File: config.mk
export PLATFORM = sky130hd
export DESIGN_NAME = fwd_hazard_unit
export DESIGN_NICKNAME = d
export VERILOG_FILES = /design/src/rtl/fwd_hazard_pkg.sv /design/src/rtl/fwd_operand_mux.sv /design/src/rtl/load_use_detect.sv /design/src/rtl/fwd_hazard_unit.sv
export SDC_FILE = /design/constraint.sdc
export NUM_CORES = 1
export LEC_CHECK = 0
export ABC_AREA = 1
export CORE_MARGIN = 3
export CORE_UTILIZATION = 34
export DETAILED_ROUTE_END_ITERATION = 10
export GPL_TIMING_DRIVEN = 0
export PLACE_DENSITY = 0.87
export SLEW_MARGIN = 20
export SYNTH_ARGS = -nofsm -noshare
export SYNTH_HDL_FRONTEND = slang
export SYNTH_SLANG_ARGS = --single-unit
File: constraint.sdc
create_clock -name clk -period 1.46 [get_ports clk]
set_input_delay 0.146 -clock clk [delete_from_list [all_inputs] [get_ports clk]]
set_output_delay 0.146 -clock clk [all_outputs]
set_load 0.02 [all_outputs]
File: src/rtl/fwd_hazard_pkg.sv
package fwd_hazard_pkg;
    typedef enum logic [1:0] {
        SEL_RF  = 2'b00,
        SEL_MEM = 2'b01,
        SEL_WB  = 2'b10
    } fwd_sel_e;
endpackage

File: src/rtl/fwd_operand_mux.sv
module fwd_operand_mux
    import fwd_hazard_pkg::*;
#(
    parameter int XLEN = 32,
    parameter int RAW  = 5
) (
    input  logic [RAW-1:0]  src,
    input  logic            rd_en,
    input  logic            mem_en,
    input  logic [RAW-1:0]  mem_dst,
    input  logic [XLEN-1:0] mem_result,
    input  logic            wb_en,
    input  logic [RAW-1:0]  wb_dst,
    input  logic [XLEN-1:0] wb_result,
    input  logic [XLEN-1:0] rf_val,
    output fwd_sel_e        sel,
    output logic [XLEN-1:0] opnd
);
    logic hit_mem;
    logic hit_wb;

    assign hit_mem = rd_en && mem_en && (mem_dst == src);
    assign hit_wb  = rd_en && wb_en  && (wb_dst  == src);

    always_comb begin
        sel  = SEL_RF;
        opnd = rf_val;
        if (hit_mem) begin
            sel  = SEL_MEM;
            opnd = mem_result;
        end else if (hit_wb) begin
            sel  = SEL_WB;
            opnd = wb_result;
        end
    end
endmodule

File: src/rtl/load_use_detect.sv
module load_use_detect #(
    parameter int NSRC = 3,
    parameter int RAW  = 5
) (
    input  logic                dec_valid,
    input  logic [NSRC*RAW-1:0] dec_src,
    input  logic [NSRC-1:0]     dec_rd_en,
    input  logic                ex_valid,
    input  logic                ex_wr,
    input  logic                ex_load,
    input  logic [RAW-1:0]      ex_dst,
    output logic                hazard
);
    logic [NSRC-1:0] hit;
    logic            ld_live;

    assign ld_live = ex_valid && ex_wr && ex_load && dec_valid;

    for (genvar i = 0; i < NSRC; i++) begin : g_cmp
        assign hit[i] = dec_rd_en[i] && (dec_src[i*RAW +: RAW] == ex_dst);
    end

    assign hazard = ld_live && (|hit);
endmodule

File: src/rtl/fwd_hazard_unit.sv
module fwd_hazard_unit
    import fwd_hazard_pkg::*;
#(
    parameter int XLEN = 32,
    parameter int RAW  = 5,
    parameter int NSRC = 3
) (
    input  logic                 clk,
    input  logic                 rst_n,
    input  logic                 dec_valid,
    input  logic [NSRC*RAW-1:0]  dec_src,
    input  logic [NSRC-1:0]      dec_rd_en,
    input  logic [RAW-1:0]       dec_dst,
    input  logic                 dec_wr,
    input  logic                 dec_load,
    input  logic                 mem_valid,
    input  logic                 mem_wr,
    input  logic [RAW-1:0]       mem_dst,
    input  logic [XLEN-1:0]      mem_result,
    input  logic                 wb_valid,
    input  logic                 wb_wr,
    input  logic [RAW-1:0]       wb_dst,
    input  logic [XLEN-1:0]      wb_result,
    input  logic [NSRC*XLEN-1:0] rf_data,
    output logic                 stall,
    output logic                 ex_valid,
    output logic                 ex_wr,
    output logic                 ex_load,
    output logic [RAW-1:0]       ex_dst,
    output logic [NSRC*2-1:0]    fwd_sel,
    output logic [NSRC*XLEN-1:0] ex_opnd
);
    localparam int SRCW = NSRC * RAW;

    typedef struct packed {
        logic            valid;
        logic            wr;
        logic            load;
        logic [RAW-1:0]  dst;
        logic [SRCW-1:0] src;
        logic [NSRC-1:0] rd_en;
    } ex_tag_t;

    ex_tag_t tag_d, tag_q;
    logic    hazard;
    logic    mem_en;
    logic    wb_en;

    assign mem_en = mem_valid && mem_wr;
    assign wb_en  = wb_valid && wb_wr;

    load_use_detect #(.NSRC(NSRC), .RAW(RAW)) u_ldu (
        .dec_valid (dec_valid),
        .dec_src   (dec_src),
        .dec_rd_en (dec_rd_en),
        .ex_valid  (tag_q.valid),
        .ex_wr     (tag_q.wr),
        .ex_load   (tag_q.load),
        .ex_dst    (tag_q.dst),
        .hazard    (hazard)
    );

    always_comb begin
        tag_d = tag_q;
        if (hazard) begin
            tag_d.valid = 1'b0;
            tag_d.wr    = 1'b0;
            tag_d.load  = 1'b0;
            tag_d.rd_en = '0;
        end else begin
            tag_d.valid = dec_valid;
            tag_d.wr    = dec_valid && dec_wr;
            tag_d.load  = dec_valid && dec_load;
            tag_d.dst   = dec_dst;
            tag_d.src   = dec_src;
            tag_d.rd_en = dec_valid ? dec_rd_en : '0;
        end
    end

    always_ff @(posedge clk or negedge rst_n) begin
        if (!rst_n) tag_q <= '0;
        else        tag_q <= tag_d;
    end

    assign stall    = hazard;
    assign ex_valid = tag_q.valid;
    assign ex_wr    = tag_q.wr;
    assign ex_load  = tag_q.load;
    assign ex_dst   = tag_q.dst;

    for (genvar i = 0; i < NSRC; i++) begin : g_opnd
        fwd_sel_e sel_i;

        fwd_operand_mux #(.XLEN(XLEN), .RAW(RAW)) u_mux (
            .src        (tag_q.src[i*RAW +: RAW]),
            .rd_en      (tag_q.rd_en[i]),
            .mem_en     (mem_en),
            .mem_dst    (mem_dst),
            .mem_result (mem_result),
            .wb_en      (wb_en),
            .wb_dst     (wb_dst),
            .wb_result  (wb_result),
            .rf_val     (rf_data[i*XLEN +: XLEN]),
            .sel        (sel_i),
            .opnd       (ex_opnd[i*XLEN +: XLEN])
        );

        assign fwd_sel[i*2 +: 2] = sel_i;

        // a memory-stage select needs a live memory-stage producer of this source
        p_mem_src_r2: assert property (@(posedge clk) disable iff (!rst_n)
            (fwd_sel[i*2 +: 2] == 2'b01) |->
                (mem_valid && mem_wr && mem_dst == tag_q.src[i*RAW +: RAW]));

        // a writeback select only when the memory stage does not also match
        p_wb_prio_r4: assert property (@(posedge clk) disable iff (!rst_n)
            (fwd_sel[i*2 +: 2] == 2'b10) |->
                (wb_valid && wb_wr && wb_dst == tag_q.src[i*RAW +: RAW] &&
                 !(mem_valid && mem_wr && mem_dst == tag_q.src[i*RAW +: RAW])));

        p_sel_code_r7: assert property (@(posedge clk) disable iff (!rst_n)
            fwd_sel[i*2 +: 2] != 2'b11);
    end

    // the cycle after a stall carries a bubble in execute
    p_bubble_r8: assert property (@(posedge clk) disable iff (!rst_n)
        stall |=> (!ex_valid && !ex_wr && !ex_load));

    // never two stall cycles in a row
    p_one_stall_r9: assert property (@(posedge clk) disable iff (!rst_n)
        stall |=> !stall);

    // only a load in execute can cause a stall
    p_load_only_r10: assert property (@(posedge clk) disable iff (!rst_n)
        stall |-> (ex_valid && ex_load && ex_wr));

    // decode destination is captured when not stalled
    p_capture_r11: assert property (@(posedge clk) disable iff (!rst_n)
        !stall |=> (ex_dst == $past(dec_dst)));
endmodule

## After elaboration in Yosys (flattened, before gate mapping)

Cells that the tools add are included.

- Equality and inequality tests: 9
- Mux-type cells: 15
- Reduce and logical (&&, ||, !) cells: 24

Operators by type and width:

| operator | count |
|---|---|
| $mux W32 | 6 |
| $eq A5 B5 Y1 | 9 |
| $logic_and A1 B1 Y1 | 23 |
| $mux W2 | 6 |
| $mux W3 | 3 |
| $reduce_or A3 Y1 | 1 |

- Register bits after elaboration: 26
- Bits of input ports: 202
- Output and inout port bits: 111
- Word-level logic and storage cells: 54

## Longest topological paths before layout

- Depth after elaboration: 5
- Mapped depth: 10
- Gate-level depth less buffers: 9

## By module

From an unflattened synthesis, not the netlist that was laid out.

- Cell total of the unflattened synthesis: 1,136
- Area total of the unflattened synthesis: 6,824.0 um^2

By module, submodules not included:

| module | instances | cells an instance | area each (um^2) | seq. area each (um^2) |
|---|---|---|---|---|
| fwd_operand_mux | 3 | 314 | 1,818.0 | 0.0 |
| fwd_hazard_unit | 1 | 113 | 1,052.3 | 650.6 |
| load_use_detect | 1 | 81 | 317.8 | 0.0 |

## Least setup slack after synthesis

No wires, ideal clock.

- Path type: register to output
- From: register tag_q[12] (netlist name)
- To: output port fwd_sel[3]
- Arrival: 1,381 ps
- Data required time: 1,314 ps
- Setup slack: -67 ps
- Stages on the path, launching flop included: 7
- Path buffers: 1
- Path through: dfrtp_1 > inv_1 > nand2_1 > a21oi_2 > nand3_2 > buf_6 > nor2_1

- Cells in the longest elaborated chain, start to end: 4
- Elaborated cells between the ends (all ways): 6
- Classes of those cells: 2 x eq/ne; 2 x mux; 2 x reduce/logical

Ends and longest elaborated chain:

| what | line | source |
|---|---|---|
| start: declaration | fwd_hazard_unit.sv:44 | `ex_tag_t tag_d, tag_q;` |
| start signal: assignment | fwd_hazard_unit.sv:82 | `else tag_q <= tag_d;` |
| $eq A5 B5 Y1 | fwd_operand_mux.sv:23 | `assign hit_wb = rd_en && wb_en && (wb_dst == src);` |
| $logic_and A1 B1 Y1 | fwd_operand_mux.sv:23 |  |
| $mux W2 | fwd_operand_mux.sv:31 | `end else if (hit_wb) begin` |
| $mux W2 (*) | fwd_operand_mux.sv:28 | `if (hit_mem) begin` |
| end: declaration | fwd_hazard_unit.sv:30 | `output logic [NSRC*2-1:0] fwd_sel,` |

Mark *: on every way between the ends. The rest lies on a longest branch, timed or not.

## Final worst setup path

- From: register tag_q[11] (netlist name)
- To: output port ex_opnd[33]

- Cells in the longest elaborated chain, start to end: 4
- Elaborated cells between the ends (all ways): 6
- Classes of those cells: 2 x eq/ne; 2 x mux; 2 x reduce/logical

Ends and longest elaborated chain:

| what | line | source |
|---|---|---|
| $eq A5 B5 Y1 | fwd_operand_mux.sv:23 |  |
| $logic_and A1 B1 Y1 | fwd_operand_mux.sv:23 |  |
| $mux W32 | fwd_operand_mux.sv:31 |  |
| $mux W32 (*) | fwd_operand_mux.sv:28 |  |
| end: declaration | fwd_hazard_unit.sv:31 | `output logic [NSRC*XLEN-1:0] ex_opnd` |

Marked as above.

==> metrics.csv <==
metric,value,unit
outcome,finished with violations,
failing checks,setup timing,
max incr delay on CP,0.45,ns
Via density,5.864,
routability cong.,0.9440,
vias in the first global route,7847,
"Design Area, Final",11030,µm²
Net Sw Frac,0.3955,
Worst Hold Launch,dec_src[4],
largest net degree at the start of global routing,27,
Reg power frac,0.188,
Max Transition Viols Final,0,
total CTS buffers,3,
register area share after synthesis,0.1318,
Setup-failing EPs final,129,
Synth Cell Area,4936,µm²
Hold Fails Final Rpt,0,
clock buffer depth,2,
placed cell area,8482,µm²
relative slew slack,0.5875,
R2R Path End,tag_q[16]$_DFFE_PN0N_,
Hold Crit Class,input port to flip-flop,
CP Data Arrival Time,2.02,ns
Worst Setup End Kind,output port,
"Avg Cell Area, Syn",5.142,µm²
filler instances,885,
share of power burned in the clock network,0.186,
wire length on met1,10.98,mm
Final Non-Filler Cells,1532,
DR DRC count,0,
Gate power share,0.626,
register area,664.4,µm²
Iteration-0 DRC Markers,1007,
CP max stage cell,dfrtp_2,
Pint,2614,µW
overall routed net length,32.69,mm
CTS tree,done,
Final WS setup,-0.7054,ns
synth top area cells,"nand2_1 (28%), nand4_1 (16%), dfrtp_1 (13%)",
total grt overflow,0,
WS Path Type,flip-flop to output port,
Synth Register Bits,26,
setup TNS,-69.87,ns
"most common cell after layout, fill and taps aside",clkdlybuf4s50_1,
Mapped Cells,960,
first-pass GRT wire length,41.61,mm
area of the multi-input gates,4566,µm²
"Clk pin slew, worst setup/hold paths",0.07,ns
most frequent cells in the layout,"clkdlybuf4s50_1 (192), nand2_1 (190), inv_1 (151)",
RSZ-0062 raised after global routing,true,
Initial Utilization,0.3515,
clk root buf,clkbuf_16,
share of layout cells above drive strength 1,0.4108,
Worst R2R Setup Slack,-0.29,ns
post-synthesis cell type count,24,
Avg WL per Cell,21.34,µm
Worst Path Max Fanout,7,
maxcap violations,0,
leading area contributor after synthesis,nand2_1,
row cnt,43,
Final ANT Viol Nets,0,
Reg2Reg Depth,11,
Die Footprint,16000,µm²
DP Wirelength,19.98,mm
Top Layer Used,met5,
syn nets,1162,
All-Layer GR Usage,0.3182,
Die H,126.5,µm
I/O Buffers,312,
Vias,8983,
startpoint types,flip-flop,
Hold Path End,tag_q[7]$_DFFE_PN0N_,
drt pass-1 iters,6,
Worst Hold Depth,3,
Clock Latency Late Sink,0.26,ns
metal2 WL,15.85,mm
Synth top area share,0.2806,
die width,126.5,µm
initial antenna violation count,5,
Layout Nets,1554,
Worst VDD drop,0.5745,mV
NetSw,1710,µW
synth warn,0,
Tmin final,2.165,ns
critical-path cell list,xnor2_2 > nand2_2 > nor2_4 > nand3_4 > buf_6 > nand3_2 > nand2_2 > buf_6,
Clock Skew,0.003898,ns
clk sinks,26,
worst r2r src,ex_dst[0]$_DFFE_PN0N_,
I/O pin count,313,
worst path required time,1.31,ns
Slew @ Worst Pin,0.6188,ns
fmax,461.8,MHz
P&R area growth vs syn,123.5,%
met3 WL post-DR,3.283,mm
Core Area,14040,µm²
Power Density,392.0,nW/µm²
period utilization,1.483,
Leak,0.005834,µW
placed cells,1452,
htree depth,1,
[stage by stage]
| stage | util | total power (µW) | hold slack, ns | setup slack (ns) |
|---|---|---|---|---|
| after global placement | 0.6044 | 2864 | 0.5522 | -1.334 |
| after detailed placement | 0.6040 | 2891 | 0.1746 | -1.364 |
| after CTS | 0.6967 | 3976 | 0.4135 | -0.5824 |
| after global routing | 0.7855 | 4481 | 0.2230 | -0.7742 |
| final | 0.7855 | 4324 | 0.2011 | -0.7054 |
| after floorplan | - | 1744 | -0.1496 | -0.02358 |
[cell type report]
| cell class | instances | area share |
|---|---|---|
| clock inverters | 1 | 0.002722 |
| well taps | 180 | 0.02042 |
| multi-input cells | 699 | 0.4139 |
| diodes | 1 | 0.0002269 |
| plain buffers | 66 | 0.06046 |
| clock buffers | 3 | 0.006806 |
| repair inverters | 1 | 0.0007940 |
| flip-flops and latches | 26 | 0.06023 |
| inverters | 166 | 0.05898 |
| repair buffers | 389 | 0.3755 |
[cell usage after synthesis]
library cell	instances
buf_6	3
nor2_1	28
buf_4	10
nor2_4	3
clkinv_1	1
nand3_2	5
or2_1	1
clkbuf_1	10
xor2_1	12
nand3_1	123
nand2_1	369
dfrtp_1	26
nor4_1	1
nor3_1	3
inv_1	159
a21oi_1	2
inv_2	6
buf_2	46
nand4_1	129
o21ai_0	6
o21ai_1	4
a21oi_2	2
nor2_2	7
xnor2_1	4
[critical path: cells and delay by family (launching register included)]
family / cells / cell delay [ns]
buffers and inverters: 2 / 0.35
XOR/XNOR: 1 / 0.24
flip-flops: 1 / 0.45
AND/OR/NAND/NOR: 5 / 0.72
[power by group through the flow]
| stage | Combinational (µW) | Sequential [µW] | Clock (µW) |
|---|---|---|---|
| after floorplan | 926 | 817 | 0 |
| after global placement | 2050 | 812 | 0 |
| after detailed placement | 2080 | 814 | 0 |
| after CTS | 2370 | 806 | 797 |
| after global routing | 2820 | 816 | 841 |
| final | 2710 | 813 | 806 |
[flip-flops by register name, summed over array words and instances (netlist names)]
| signal | flops |
|---|---|
| ex_dst | 5 |
| ex_load | 1 |
| ex_valid | 1 |
| ex_wr | 1 |
| tag_q | 18 |
[how the worst max path moves through the flow]
stage	start	to	slack, ns
after global placement	mem_dst[4]	ex_opnd[45]	-1.33
after CTS	tag_q[8]$_DFFE_PN0N_	ex_opnd[33]	-0.58
after global routing	tag_q[17]$_DFFE_PN0N_	ex_opnd[76]	-0.77
final	tag_q[11]$_DFFE_PN0N_	ex_opnd[33]	-0.71
after detailed placement	mem_dst[4]	ex_opnd[45]	-1.36
after floorplan	tag_q[14]$_DFFE_PN0N_	ex_opnd[87]	-0.02
[layer usage]
metal  up-vias  track usage
li1       3861            -
met1      4145       0.3772
met2       728       0.5498
met3       241      0.06989
met4         8       0.1413
met5         -            0
[what timing repair did]
action	in CTS	in global routing
cloned	6	10
buffers inserted	39	24
hold buffers	1	0
setup endpoints to repair	133	133
pin swaps	47	62
gates resized for setup	777	284
hold endpoints to repair	26	0
[kinds of logic (layout without fill, tap and decap cells)]
logic type      Yosys count  count (layout)  share of synthesized area
compound gates           14              14                    0.01572
xor+xnor                 16              16                    0.02839
buf+inv                 235             626                     0.2025
flops                    26              26                     0.1318
other cells               0               1                          0
simple gates            669             669                     0.6215
Note: power is estimated with default switching activity, not from simulation.
